File: config.mk
export PLATFORM = sky130hd
export DESIGN_NAME = ns_tod_counter
export DESIGN_NICKNAME = d
export VERILOG_FILES = /design/src/rtl/ns_tod_pkg.sv /design/src/rtl/ns_tod_ctrl.sv /design/src/rtl/ns_tod_dp.sv /design/src/rtl/ns_tod_counter.sv
export SDC_FILE = /design/constraint.sdc
export NUM_CORES = 1
export LEC_CHECK = 0
export CAP_MARGIN = 20
export CORE_ASPECT_RATIO = 1.4
export CORE_UTILIZATION = 45
export CTS_CLUSTER_SIZE = 10
export DETAILED_ROUTE_END_ITERATION = 6
export DONT_BUFFER_PORTS = 1
export PLACE_DENSITY = 0.6
export SLEW_MARGIN = 20
export SYNTH_ARGS = -nofsm -noshare
export SYNTH_HDL_FRONTEND = slang
export SYNTH_SLANG_ARGS = --single-unit
export TNS_END_PERCENT = 50
File: constraint.sdc
create_clock -name clk -period 6.7 [get_ports clk]
set_input_delay 0.335 -clock clk [delete_from_list [all_inputs] [get_ports clk]]
set_output_delay 0.335 -clock clk [all_outputs]
set_load 0.005 [all_outputs]
File: src/rtl/ns_tod_pkg.sv
package ns_tod_pkg;

  localparam int ADDR_W = 3;

  typedef enum logic [ADDR_W-1:0] {
    REG_CTRL   = 3'd0,
    REG_COUNT  = 3'd1,
    REG_PERIOD = 3'd2,
    REG_TRIM   = 3'd3,
    REG_STEP   = 3'd4
  } regSel_e;

  // control word bit positions
  localparam int CTL_RUN     = 0;
  localparam int CTL_WRAP    = 1;
  localparam int CTL_PULSE   = 2;
  localparam int CTL_CAPTURE = 3;
  localparam int CTL_RESTART = 4;

  // strobes and modes from control to datapath
  typedef struct packed {
    logic run;
    logic wrapEn;
    logic pulseEn;
    logic useCorr;
    logic load;
    logic capture;
    logic restart;
  } dpCmd_t;

endpackage

File: src/rtl/ns_tod_ctrl.sv
module ns_tod_ctrl
  import ns_tod_pkg::*;
#(
  parameter int CNT_W = 32,
  parameter int INC_W = 7
) (
  input  logic                 clk,
  input  logic                 rstN,
  input  logic                 wrEn,
  input  logic [ADDR_W-1:0]    addr,
  input  logic [CNT_W-1:0]     wrData,
  input  logic [CNT_W-1:0]     snapshot,
  output dpCmd_t               cmd,
  output logic [CNT_W-1:0]     period,
  output logic [INC_W-1:0]     stepNorm,
  output logic [INC_W-1:0]     stepCorr,
  output logic [CNT_W-1:0]     rdData
);

  localparam int CORR_LSB = INC_W + 1;

  logic             cfgRun, cfgWrap, cfgPulse;
  logic [CNT_W-1:0] trim;
  logic [CNT_W-1:0] corrCnt;
  logic             ctrlWr, countWr, periodWr, trimWr, stepWr;
  logic             corrDue, trimOn;

  assign ctrlWr   = wrEn && (addr == REG_CTRL);
  assign countWr  = wrEn && (addr == REG_COUNT);
  assign periodWr = wrEn && (addr == REG_PERIOD);
  assign trimWr   = wrEn && (addr == REG_TRIM);
  assign stepWr   = wrEn && (addr == REG_STEP);

  assign trimOn  = (trim != '0);
  assign corrDue = cfgRun && trimOn && (corrCnt >= trim);

  // configuration registers
  always_ff @(posedge clk or negedge rstN) begin
    if (!rstN) begin
      cfgRun   <= 1'b0;
      cfgWrap  <= 1'b0;
      cfgPulse <= 1'b0;
      period   <= '0;
      trim     <= '0;
      stepNorm <= '0;
      stepCorr <= '0;
    end else begin
      if (ctrlWr) begin
        cfgRun   <= wrData[CTL_RUN];
        cfgWrap  <= wrData[CTL_WRAP];
        cfgPulse <= wrData[CTL_PULSE];
      end
      if (periodWr) period <= wrData;
      if (trimWr)   trim   <= wrData;
      if (stepWr) begin
        stepNorm <= wrData[INC_W-1:0];
        stepCorr <= wrData[CORR_LSB +: INC_W];
      end
    end
  end

  // correction sequencer: counts running clocks between correction steps
  always_ff @(posedge clk or negedge rstN) begin
    if (!rstN) begin
      corrCnt <= '0;
    end else if (ctrlWr && wrData[CTL_RESTART]) begin
      corrCnt <= '0;
    end else if (cfgRun && trimOn) begin
      corrCnt <= corrDue ? '0 : corrCnt + 1'b1;
    end
  end

  always_comb begin
    cmd.run     = cfgRun;
    cmd.wrapEn  = cfgWrap;
    cmd.pulseEn = cfgPulse;
    cmd.useCorr = corrDue;
    cmd.load    = countWr;
    cmd.capture = ctrlWr && wrData[CTL_CAPTURE];
    cmd.restart = ctrlWr && wrData[CTL_RESTART];
  end

  // read mux
  always_comb begin
    rdData = '0;
    case (addr)
      REG_CTRL: begin
        rdData[CTL_RUN]   = cfgRun;
        rdData[CTL_WRAP]  = cfgWrap;
        rdData[CTL_PULSE] = cfgPulse;
      end
      REG_COUNT:  rdData = snapshot;
      REG_PERIOD: rdData = period;
      REG_TRIM:   rdData = trim;
      REG_STEP: begin
        rdData[INC_W-1:0]          = stepNorm;
        rdData[CORR_LSB +: INC_W]  = stepCorr;
      end
      default: rdData = '0;
    endcase
  end

endmodule

File: src/rtl/ns_tod_dp.sv
module ns_tod_dp
  import ns_tod_pkg::*;
#(
  parameter int CNT_W = 32,
  parameter int INC_W = 7
) (
  input  logic              clk,
  input  logic              rstN,
  input  dpCmd_t            cmd,
  input  logic [CNT_W-1:0]  loadValue,
  input  logic [CNT_W-1:0]  period,
  input  logic [INC_W-1:0]  stepNorm,
  input  logic [INC_W-1:0]  stepCorr,
  output logic [CNT_W-1:0]  count,
  output logic [CNT_W-1:0]  snapshot,
  output logic              wrapPulse
);

  localparam int SUM_W = CNT_W + 1;

  logic [INC_W-1:0] stepSel;
  logic [SUM_W-1:0] sum, wrapped;
  logic             wrapHit;
  logic [CNT_W-1:0] nextCount;

  assign stepSel = cmd.useCorr ? stepCorr : stepNorm;
  assign sum     = {1'b0, count} + {{(SUM_W-INC_W){1'b0}}, stepSel};
  assign wrapHit = cmd.wrapEn && (sum >= {1'b0, period});
  assign wrapped = sum - {1'b0, period};

  always_comb begin
    if (wrapHit) nextCount = wrapped[CNT_W-1:0];
    else         nextCount = sum[CNT_W-1:0];
  end

  always_ff @(posedge clk or negedge rstN) begin
    if (!rstN) begin
      count     <= '0;
      wrapPulse <= 1'b0;
    end else if (cmd.restart) begin
      count     <= '0;
      wrapPulse <= 1'b0;
    end else if (cmd.load) begin
      count     <= loadValue;
      wrapPulse <= 1'b0;
    end else if (cmd.run) begin
      count     <= nextCount;
      wrapPulse <= wrapHit && cmd.pulseEn;
    end else begin
      wrapPulse <= 1'b0;
    end
  end

  always_ff @(posedge clk or negedge rstN) begin
    if (!rstN)            snapshot <= '0;
    else if (cmd.capture) snapshot <= count;
  end

endmodule

File: src/rtl/ns_tod_counter.sv
module ns_tod_counter
  import ns_tod_pkg::*;
#(
  parameter int CNT_W = 32,
  parameter int INC_W = 7
) (
  input  logic              clk,
  input  logic              rstN,
  input  logic              wrEn,
  input  logic [2:0]        addr,
  input  logic [CNT_W-1:0]  wrData,
  output logic [CNT_W-1:0]  rdData,
  output logic              wrapPulse
);

  dpCmd_t           cmd;
  logic [CNT_W-1:0] period, count, snapshot;
  logic [INC_W-1:0] stepNorm, stepCorr;

  ns_tod_ctrl #(.CNT_W(CNT_W), .INC_W(INC_W)) u_ctrl (
    .clk      (clk),
    .rstN     (rstN),
    .wrEn     (wrEn),
    .addr     (addr),
    .wrData   (wrData),
    .snapshot (snapshot),
    .cmd      (cmd),
    .period   (period),
    .stepNorm (stepNorm),
    .stepCorr (stepCorr),
    .rdData   (rdData)
  );

  ns_tod_dp #(.CNT_W(CNT_W), .INC_W(INC_W)) u_dp (
    .clk       (clk),
    .rstN      (rstN),
    .cmd       (cmd),
    .loadValue (wrData),
    .period    (period),
    .stepNorm  (stepNorm),
    .stepCorr  (stepCorr),
    .count     (count),
    .snapshot  (snapshot),
    .wrapPulse (wrapPulse)
  );

endmodule

======== After elaboration in Yosys (flattened, before gate mapping) ========
Cells that the tools add are included.
word-level totals
  latch bits .............................. 0
  word-level logic and storage cells ...... 51
  output and inout bits ................... 33
  bits in registers ....................... 178
  bits of input ports ..................... 38
  memories kept ........................... 0
  ROM bits ................................ 0
  bits in writable memories ............... 0
operators by class
  shift-type cells ........................ 0
  multiplexer cells ....................... 16
  bitwise operators ....................... 0
  multipliers ............................. 0
  equal/unequal tests ..................... 4
  divide/modulo/power cells ............... 0
  order comparisons ....................... 2
  reductions and logical operators ........ 15
  add/sub/neg operators ................... 3
operators with widths
  operator                 count
  $mux W32                 7
  $pmux W17 S3             1
  $add A32 B7 Y33          1
  $ge A33 B32 Y1           1
  $add A32 B1 Y32 const B  1
  $ge A32 B32 Y1           1
  $reduce_bool A32 Y1      1
  $sub A32 B32 Y32         1
  $pmux W7 S4              1
  $pmux W4 S4              1
  $pmux W3 S5              1
  $logic_and A1 B1 Y1      11
  $mux W7                  1
  $eq A3 B2 Y1 const B     2
  $eq A3 B1 Y1 const B     1
  $eq A3 B3 Y1 const B     1
  $logic_not A3 Y1         1
  $mux W1                  3
  $pmux W1 S3              1
  $reduce_bool A3 Y1       1
  $reduce_bool A2 Y1       1

======== Depth between registers and ports, before layout ========
Gate-level depths: netlist (run 1).
  depth in word-level cells ............... 11
  gate-level depth with buffers ........... 35

======== Hierarchy ========
Synthesis (run 1) repeated with hierarchy kept, for this count alone.
unflattened totals
  cells, all modules ...................... 1312
  area, all modules ....................... 12409.4 µm²
by module, submodules not included
  module       area an instance (µm²)  cells each  instances  seq. area each (µm²)
  ns_tod_ctrl  6592.6                  625         1          2827.7
  ns_tod_dp    5816.8                  687         1          1626.6

======== Worst setup path after synthesis (run 1) ========
OpenSTA, ideal clock, no wires.
  path type ............................... flip-flop to flip-flop
  start point ............................. reg u_ctrl.corrCnt[0]
  end point ............................... reg u_dp.count[20]
  arrival time ............................ 6391 ps
  clock period less this slack ............ 6513 ps
  library setup time ...................... 122 ps
  required time ........................... 6578 ps
  cell stages (with the launch flop) ...... 33
  slack ................................... 187 ps
  buffers on the path ..................... 3
  path through ............................ dfrtp_1 -> inv_1 -> ha_1 -> nand2b_1 -> a21o_1 -> a21oi_1 -> o21ai_1 -> a2111oi_0 -> o21ai_0 -> and3_1 -> buf_6 -> o31ai_4 -> mux2_2 -> ha_1 -> inv_1 -> fa_1 -> nor2b_1 -> o31a_1 -> o21ai_0 -> a21boi_0 -> o21ai_0 -> xnor2_1 -> ha_1 -> a21oi_1 -> o21ai_0 -> a211oi_1 -> nor2_1 -> o21a_1 -> o21a_1 -> buf_6 -> buf_6 -> a211o_1 -> a32o_1
between the ends
  cells in the longest elaborated chain, start to end .. 10
  elaborated cells on any way between the ends .. 11
  classes of those cells .................. add/sub: 2; order compare: 2; mux: 5; reduce/logical: 2
RTL lines
  element                 line               source
  start, declared         ns_tod_ctrl.sv:24  logic [CNT_W-1:0] corrCnt;
  start signal, assigned  ns_tod_ctrl.sv:69  corrCnt <= corrDue ? '0 : corrCnt + 1'b1;
  $ge A32 B32 Y1 *        ns_tod_ctrl.sv:35  assign corrDue = cfgRun && trimOn && (corrCnt >= trim);
  $logic_and A1 B1 Y1 *   ns_tod_ctrl.sv:35
  $mux W7 *               ns_tod_dp.sv:26    assign stepSel = cmd.useCorr ? stepCorr : stepNorm;
  $add A32 B7 Y33 *       ns_tod_dp.sv:27    assign sum = {1'b0, count} + {{(SUM_W-INC_W){1'b0}}, stepSel};
  $ge A33 B32 Y1          ns_tod_dp.sv:28    assign wrapHit = cmd.wrapEn && (sum >= {1'b0, period});
  $logic_and A1 B1 Y1     ns_tod_dp.sv:28
  $mux W32 *              ns_tod_dp.sv:32    if (wrapHit) nextCount = wrapped[CNT_W-1:0];
  $mux W32 *              ns_tod_dp.sv:46    end else if (cmd.run) begin
  $mux W32 *              ns_tod_dp.sv:43    end else if (cmd.load) begin
  $mux W32 *              ns_tod_dp.sv:40    end else if (cmd.restart) begin
  end signal, assigned    ns_tod_dp.sv:44    count <= loadValue;
  end signal, assigned    ns_tod_dp.sv:47    count <= nextCount;
  end, declared           ns_tod_dp.sv:14    output logic [CNT_W-1:0] count,
Every way passes the cells marked *; elsewhere a longest branch is shown, timed or not. The select of a mux whose other input is x is not followed.
A chain may end at the register's enable or synchronous reset.

======== Worst setup path in the final report (run 1) ========
  start point ............................. reg u_ctrl.corrCnt[0]
  end point ............................... reg u_dp.count[7]
Same word-level chain as after synthesis.

==> results of run 1 <==
[cell families (layout without fill, tap and decap cells)]
group,count (synthesis),after routing
mux,148,148
xor+xnor,54,54
buf+inv,161,297
flops,178,178
fa+ha+maj,74,74
simple gates,393,393
compound gates,356,356
[layer usage]
layer,GRT usage,up-vias,share of wire
met2,0.487,297,0.48
met5,0,-,0
met4,0.127,0,0.039
met3,0.0481,80,0.045
li1,-,5237,-
met1,0.382,5383,0.43
[cells in the final DEF, fill, tap and decap left out, types with 28 or more instances in the layout]
cell and n:
dfrtp_1 177, buf_4 138, mux2_2 107, nand2_1 105, inv_1 87, nor2_1 86, o21ai_0 65, ha_1 60
a21oi_1 55, nand3_1 37, a21o_1 35, mux2i_1 34, a22oi_1 32, nand4_1 29, xnor2_1 28
[power by group]
group	total, µW	internal [µW]	leakage (µW)	switching, µW
clock	1030	564	0.000291	466
combinational	3930	1940	0.00436	1990
sequential	1750	1380	0.00220	367
total	6700	3880	0.00686	2820
[worst max-delay path: cells and delay by family (launching register included)]
family | cells | cell delay (ns)
buffers and inverters | 5 | 0.56
multiplexers | 2 | 0.58
AO/OA/AOI/OAI | 13 | 2.66
adder cells (fa/ha/maj) | 4 | 1.10
AND/OR/NAND/NOR | 7 | 0.98
XOR/XNOR | 1 | 0.19
flip-flops | 1 | 0.35
[stage by stage]
step	setup slack [ns]	area (µm²)	utilization	std cells	setup TNS, ns
after floorplan	0.187	12500	-	1364	0
after global placement	-0.275	13600	0.504	1788	-5.69
after detailed placement	-0.343	13700	0.504	1788	-7.27
after CTS	0.00174	14600	0.538	1848	0
after global routing	-0.193	15200	0.561	1865	-3.36
final	0.155	15200	0.561	1865	0
[path summary, 6_finish.rpt]
path | startpoint | endpoint | slack, ns | cells past startpoint
max | u_ctrl.corrCnt[0] | u_dp.count[7] | 0.16 | 32
min | wrData[7] | u_ctrl.period[7] | 0.004 | 2
max reg2reg | u_ctrl.corrCnt[0] | u_dp.count[7] | 0.16 | 32
min reg2reg | u_dp.snapshot[1] | u_dp.snapshot[1] | 0.49 | 2
max in group asynchronous | rstN | u_dp.snapshot[20] | 5.38 | 2
min in group asynchronous | rstN | u_ctrl.corrCnt[3] | 0.59 | 2
[final cells by class]
| type | instances | area, µm² |
|---|---|---|
| fill | 2405 | 11900 |
| multi-input combinational | 1025 | 7890 |
| sequential | 178 | 4460 |
| timing repair buffer | 175 | 1480 |
| tap | 365 | 457 |
| clock buffer | 18 | 439 |
| inverter | 90 | 338 |
| clock inverter | 14 | 153 |
[timing repair]
action                     CTS  global route
buffers inserted             0            17
gates cloned                 0             1
hold endpoints to repair   211             0
resized for setup           10            96
pin swaps                    5            40
hold buffers                28             0
setup endpoints to repair   33            33
[flip-flops by register name (all words and copies together), names as in the netlist]
register         flops
u_ctrl.stepCorr      7
u_ctrl.trim         32
u_ctrl.cfgRun        1
u_ctrl.period       32
u_dp.snapshot       32
u_ctrl.cfgPulse      1
u_dp.wrapPulse       1
u_ctrl.cfgWrap       1
u_ctrl.corrCnt      32
u_ctrl.stepNorm      7
u_dp.count          32
==> results.yml, run 1 <==
drt:
  firstDrtPassIters: 5
  wire_per_inst_um: 22.1
  drtIter0Drc: 796
  ant_nets: 0
  routed_via_density: 5.90
  num_vias: 11000
  wl_um: 41200
  drc: 0
global_route:
  grt_usage: 0.296
  grt_pass1_wl_um: 62800
  first_global_vias: 10800
  antenna_found_initial: 0
  grt_start_max_net_pins: 179
  gr-total-overflow: 0
sta:
  finalHoldViolCount: 0
  max_freq_mhz: 153
  drv_slew: 0
  hold_slack_ns: 0.00425
  min_period_ns: 6.54
  setup_viol: 0
  fin_crit_sh: 0.977
  worst_slew_pin_slew_ns: 1.10
  rsz0062_at_grt: "yes"
  relSlewSlack: 0.269
  fin_skew_ns: 0.0126
die:
  die_area_um2: 28400
  core_um2: 27100
  rows: 71
  initial_utilization: 0.461
  die_h_um: 199
  num_io_pins: 71
  fp.dieW_um: 143
logic_synthesis:
  synth_edf_count: 0
  ys_types: 72
  syn-cell-area_um2: 12500
  synth-seq-cells: 178
  synth_top_family_by_area: "compound AO/OA/AOI/OAI gates"
  synth_simple_gate_area_frac: 0.156
  synth_area_leaders: "dfrtp_1 36%, mux2_2 9.7%, ha_1 7.2%"
  synthMuxAreaShare: 0.130
  synth_commonest_cells: "178 x dfrtp_1, 108 x mux2_2, 106 x nand2_1"
  yosysMostFrequentCell: "dfrtp_1"
  yosysTopAreaCellShare: 0.357
  synthAdderAreaFrac: 0.0754
  synth_xor_area_frac: 0.0379
  async_flop_share: 1.00
  ys_seq_area_frac: 0.357
  synthCells: 1364
  avgSynthCellArea_um2: 9.15
  yosysWarnings: 0
  syn_nets: 1476
  synth-main-ff-cell: "dfrtp_1"
  synth_compound_area_frac: 0.192
  yosys.area.top_type: "dfrtp_1"
outcome:
  status: "complete, no violations"
clock_tree:
  cts_tree: "built"
  root_buffer: "clkbuf_16"
  clk_path_buf_depth: 2
  htree_levels: 4
  clk_pin_slew_ns: 0.07
  cts_buffers: 17
  clock_sinks: 178
  clk_latency_ns: 0.46
critical_path:
  crit_arrival_ns: 6.87
  end_kind: "flop"
  cp_slowest_stage_delay_ns: 0.40
  worstSetupStartpointType: "flop"
  worstSetupPathType: "reg2reg"
  worst-path-max-fanout: 8
  cp.required_ns: 7.03
  cp_slowest_cell: "a2111oi_4"
run:
  max_cap_violations: 0
pwr:
  total_power_uw: 6700
  ir_worst_vdd_mv: 0.259
  power_density_nw_per_um2: 441
  p_leak_uw: 0.00686
cells_and_area:
  layout-drive-gt1-share: 0.257
  fin_nets: 1599
  num_antenna_cells: 0
  area_delta_synth_final_pct: 21.8
worst_hold_path:
  hp-class: "in2reg"
placement:
  dpl.hpwl_um: 30300
  portBuffers: 0
  gp_congestion: 0.932
Note: power is estimated with default switching activity, not from simulation.
==> inputs of run 2 (changes only) <==
--- a/config.mk
+++ b/config.mk
@@ -11,7 +11,8 @@
 export CTS_CLUSTER_SIZE = 10
 export DETAILED_ROUTE_END_ITERATION = 6
 export DONT_BUFFER_PORTS = 1
-export PLACE_DENSITY = 0.6
+export PLACE_DENSITY = 0.58
+export SETUP_SLACK_MARGIN = 0.3
 export SLEW_MARGIN = 20
 export SYNTH_ARGS = -nofsm -noshare
 export SYNTH_HDL_FRONTEND = slang
==> constraint.sdc (replaced) <==
create_clock -name clk -period 8.3 [get_ports clk]
set_input_delay 0.415 -clock clk [delete_from_list [all_inputs] [get_ports clk]]
set_output_delay 0.415 -clock clk [all_outputs]
set_load 0.005 [all_outputs]
==> results.yml, run 2 (synthesis results as in run 1) <==
clock_tree:
  root_buffer: "clkbuf_16"
  clk_path_buf_depth: 2
  cts_tree: "built"
  clock_sinks: 178
  cts_buffers: 17
  clk_latency_ns: 0.46
  htree_levels: 4
  clk_pin_slew_ns: 0.07
cells_and_area:
  area_delta_synth_final_pct: 7.30
  multi_input_area_um2: 7430
  fin_cells: 1705
  final_common_cell: "dfrtp_1"
  fin_nets: 1439
  final_cell_mix: "177 x dfrtp_1, 108 x mux2_2, 106 x nand2_1"
  num_antenna_cells: 0
  nFillCells: 2561
  final_util: 0.494
  seqCellArea_um2: 4460
  layout-drive-gt1-share: 0.137
outcome:
  violations: "negative hold slack"
  status: "finished, violations left"
global_route:
  antenna_found_initial: 0
  first_global_vias: 9880
  grt_usage: 0.283
  grt_pass1_wl_um: 60000
  grt_start_max_net_pins: 179
  gr-total-overflow: 0
sta:
  max_freq_mhz: 133
  setup_viol: 0
  setup_slack_ns: 0.769
  drv_slew: 0
  worst_slew_pin_slew_ns: 1.07
  hold_slack_ns: -0.0201
  min_period_ns: 7.53
  setup_tns_ns: 0
  rsz0062_at_grt: "no"
  fin_crit_sh: 0.907
  fin_skew_ns: 0.0111
  relSlewSlack: 0.286
  finalHoldViolCount: 10
critical_path:
  rr_worst_depth: 29
  cp_slowest_cell: "a211oi_1"
  cp.required_ns: 8.62
  cp_slowest_stage_delay_ns: 0.50
  ff2ff_setup_slack_ns: 0.77
  worstSetupPathType: "reg2reg"
  crit_arrival_ns: 7.85
  timing.rr.start: "u_ctrl.trim[0]"
  worstSetupStartpointType: "flop"
  reg2reg_to: "u_dp.count[8]"
  worst-path-max-fanout: 18
  end_kind: "flop"
pwr:
  p_comb_frac: 0.520
  p_sw_frac: 0.443
  ir_worst_vdd_mv: 0.172
  total_power_uw: 4650
  p_leak_uw: 0.00597
  clkPwrFrac: 0.178
  power_density_nw_per_um2: 347
  internal_power_uw: 2590
  p_seq_frac: 0.302
  power_switching_uw: 2060
placement:
  preCtsSetupSlack_ns: -0.0608
  placed_cells: 1668
  dpl.hpwl_um: 29000
  gp_congestion: 0.903
  portBuffers: 0
drt:
  ant_nets: 0
  wire_per_inst_um: 22.7
  drc: 0
  routed_via_density: 6.15
  wl_um: 38700
  num_vias: 10500
  firstDrtPassIters: 7
  drtIter0Drc: 740
die:
  core_um2: 27100
  initial_utilization: 0.461
  rows: 71
  num_io_pins: 71
  fp.dieW_um: 143
  die_h_um: 199
  die_area_um2: 28400
run:
  max_cap_violations: 0
worst_hold_path:
  hp-class: "in2async"
run 2: cell count changes in the layout (fill, tap and decap cells not counted), sizes merged:
cell         before  now
buf             147   15
dlygate4sd3      27    0
inv              93   98
clkinv            8    5
clkbuf           19   17
bufinv            2    1
run 2: layout make-up:
cell class | count | area share
Multi-Input combinational cell | 1025 | 0.555
Sequential cell | 178 | 0.333
Tap cell | 365 | 0.0341
Clock buffer | 17 | 0.0318
Inverter | 90 | 0.0252
Clock inverter | 15 | 0.0110
Timing Repair Buffer | 15 | 0.00990
run 2: worst max path at each step:
| stage | end | from | slack (ns) |
|---|---|---|---|
| 5_1_grt | u_dp.count[8] | u_ctrl.corrCnt[0] | 0.32 |
| 2_1_floorplan | u_dp.count[20] | u_ctrl.corrCnt[0] | 1.79 |
| 3_5_place_dp | u_dp.count[8] | u_ctrl.trim[0] | -0.06 |
| 4_1_cts | u_dp.count[8] | u_ctrl.trim[0] | 0.33 |
| 3_3_place_gp | u_dp.count[8] | u_ctrl.trim[0] | -0.27 |
| 6_report | u_dp.count[8] | u_ctrl.trim[0] | 0.77 |
run 2: critical path, delay by kind of cell (launching register included):
family / cells / cell delay, ns
flops: 1 / 0.48
fa+ha+maj: 3 / 0.92
mux: 2 / 0.62
buf+inv: 2 / 0.45
compound gates: 17 / 4.08
xor+xnor: 1 / 0.16
simple gates: 4 / 0.69
run 2: what timing repair did:
item,CTS,global route
hold endpoints to repair,178,0
hold buffers,1,0
gates resized for setup,1,9
endpoints found under the setup margin,28,29
setup buffers,2,2
pin swaps,1,0
run 2: metrics by stage:
stage,cell area (µm²),hold WS [ns]
CTS,13300,0.0505
detailed placement,12700,0.128
finish,13400,-0.0201
global placement,12700,0.127
global route,13400,0.0517
floorplan,12500,0.119
run 2: power groups by stage:
stage / logic (µW) / registers (µW) / clock network (µW)
2_1_floorplan: 1890 / 1280 / 0
3_5_place_dp: 2340 / 1410 / 0
5_1_grt: 2670 / 1430 / 866
6_report: 2420 / 1400 / 825
4_1_cts: 2370 / 1390 / 836
3_3_place_gp: 2310 / 1400 / 0
run 2: routing by layer:
| layer | vias to the layer above | wire, µm | track usage |
|---|---|---|---|
| li1 | 4910 | - | - |
| met1 | 5197 | 16700 | 0.371 |
| met2 | 331 | 19000 | 0.470 |
| met3 | 49 | 2090 | 0.0448 |
| met4 | 0 | 931 | 0.0968 |
| met5 | - | 0 | 0 |
==> inputs of run 3 (changes only) <==
--- a/config.mk
+++ b/config.mk
@@ -11,6 +11,7 @@
 export CTS_CLUSTER_SIZE = 10
 export DETAILED_ROUTE_END_ITERATION = 6
 export DONT_BUFFER_PORTS = 1
+export GPL_TIMING_DRIVEN = 0
 export PLACE_DENSITY = 0.58
 export SETUP_SLACK_MARGIN = 0.3
 export SLEW_MARGIN = 20
==> results.yml, run 3 (synthesis results as in run 1) <==
pwr:
  power_density_nw_per_um2: 344
  power_switching_uw: 2040
  ir_worst_vdd_mv: 0.183
  p_seq_frac: 0.298
  p_leak_uw: 0.00605
  total_power_uw: 4690
  clkPwrFrac: 0.175
  internal_power_uw: 2640
  p_sw_frac: 0.436
  p_comb_frac: 0.528
die:
  initial_utilization: 0.461
  die_h_um: 199
  num_io_pins: 71
  core_um2: 27100
  rows: 71
  fp.dieW_um: 143
  die_area_um2: 28400
global_route:
  grt_pass1_wl_um: 62600
  grt_most_used_layer: "met2"
  grt_start_max_net_pins: 179
  first_global_vias: 10600
  grt_usage: 0.301
  antenna_found_initial: 0
  use_met1: 0.347
  use_met2: 0.535
  gr-total-overflow: 0
  met3_usage: 0.0501
clock_tree:
  clk_path_buf_depth: 2
  htree_levels: 4
  root_buffer: "clkbuf_16"
  clock_sinks: 178
  cts_buffers: 17
  clk_pin_slew_ns: 0.07
  cts_tree: "built"
  clk_latency_ns: 0.45
drt:
  num_vias: 10600
  routed_via_density: 6.03
  drtIter0Drc: 623
  wl_um: 41000
  wire_per_inst_um: 23.2
  firstDrtPassIters: 5
  drc: 0
  ant_nets: 0
critical_path:
  end_kind: "flop"
  cp_slowest_cell: "dfrtp_2"
  cp_slowest_stage_delay_ns: 0.49
  timing.critical_path.mode_cell: "ha_1"
  cp.required_ns: 8.64
  crit_arrival_ns: 7.88
  worst-path-max-fanout: 10
  worstSetupStartpointType: "flop"
  worstSetupPathType: "reg2reg"
outcome:
  status: "finished, violations left"
  violations: "negative hold slack"
cells_and_area:
  final_cell_mix: "177 x dfrtp_1, 108 x mux2_2, 106 x nand2_1"
  final_common_cell: "dfrtp_1"
  fin_cells: 1765
  layout-drive-gt1-share: 0.131
  area_delta_synth_final_pct: 9.13
  num_antenna_cells: 0
  fin_nets: 1499
sta:
  worst_slew_pin_slew_ns: 1.08
  rsz0062_at_grt: "no"
  fin_crit_sh: 0.908
  hold_slack_ns: -0.0937
  setup_viol: 0
  fin_skew_ns: 0.00655
  drv_slew: 0
  min_period_ns: 7.53
  relSlewSlack: 0.280
  max_freq_mhz: 133
  finalHoldViolCount: 26
run:
  max_cap_violations: 0
worst_hold_path:
  hp-class: "in2async"
placement:
  portBuffers: 0
  gp_congestion: 0.957
  dpl.hpwl_um: 33000
  placed_cells: 1729
run 3: changes by cell type in the layout (fill, tap and decap cells not counted), sizes merged:
cell / delta
buf: +11
bufinv: +1
clkbuf: +53
clkinv: +1
clkinvlp: +1
inv: -7
run 3: worst max-delay path: cells and delay by family, from the launching register on:
| kind | cells | cell delay [ns] |
|---|---|---|
| XOR/XNOR | 1 | 0.14 |
| AND/OR/NAND/NOR | 6 | 0.94 |
| buffers and inverters | 6 | 1.01 |
| adder cells (fa/ha/maj) | 4 | 1.00 |
| multiplexers | 2 | 0.63 |
| AO/OA/AOI/OAI | 15 | 3.21 |
| flip-flops | 1 | 0.49 |
run 3: repair_timing:
action	CTS	global route
buffers inserted	3	0
pin swaps	1	0
endpoints found under the hold margin	178	0
endpoints found under the setup margin	33	33
hold buffers	1	0
gates resized for setup	2	12
run 3: cell type report:
type / instances / area, µm²
Inverter: 90 / 338
Buffer: 71 / 325
Sequential cell: 178 / 4460
Clock inverter: 11 / 129
Multi-Input combinational cell: 1025 / 7400
Fill cell: 2628 / 13500
Clock buffer: 21 / 460
Timing Repair Buffer: 4 / 50.0
Tap cell: 365 / 457
run 3: worst paths after layout:
| path | slack [ns] | cells after the start | to | startpoint |
|---|---|---|---|---|
| worst max-delay path | 0.77 | 34 | u_dp.count[19] | u_ctrl.trim[0] |
| worst min-delay path | -0.09 | 1 | u_ctrl.corrCnt[1] | rstN |
| worst max register to register | 0.77 | 34 | u_dp.count[19] | u_ctrl.trim[0] |
| worst min register to register | 0.51 | 1 | u_dp.snapshot[29] | u_dp.snapshot[29] |
| max in group asynchronous | 7.52 | 1 | u_ctrl.trim[5] | rstN |
| min in group clk | 0.08 | 1 | u_dp.count[21] | wrData[21] |
run 3: per-layer routing:
layer  routed length [µm]  share of wire
met4                 1790          0.044
met1                16600           0.40
met2                20800           0.51
met5                    0              0
met3                 1800          0.044
run 3: power by group through the flow:
stage	combinational, µW	clock, µW	sequential, µW
finish	2470	818	1400
global route	2720	870	1430
CTS	2430	832	1380
detailed placement	2400	0	1400
global placement	2370	0	1390
floorplan	1890	0	1280
run 3: stage by stage:
step            util  worst slack, ns  setup TNS (ns)  area, µm²  hold WS [ns]
2_1_floorplan      -             1.79               0      12500         0.119
3_3_place_gp   0.477           -0.318           -7.31      12900         0.125
3_5_place_dp   0.477           -0.304           -6.90      12900         0.129
4_1_cts        0.501            0.365               0      13600        0.0605
5_1_grt        0.503            0.301               0      13600        0.0604
6_report       0.503            0.766               0      13600       -0.0937
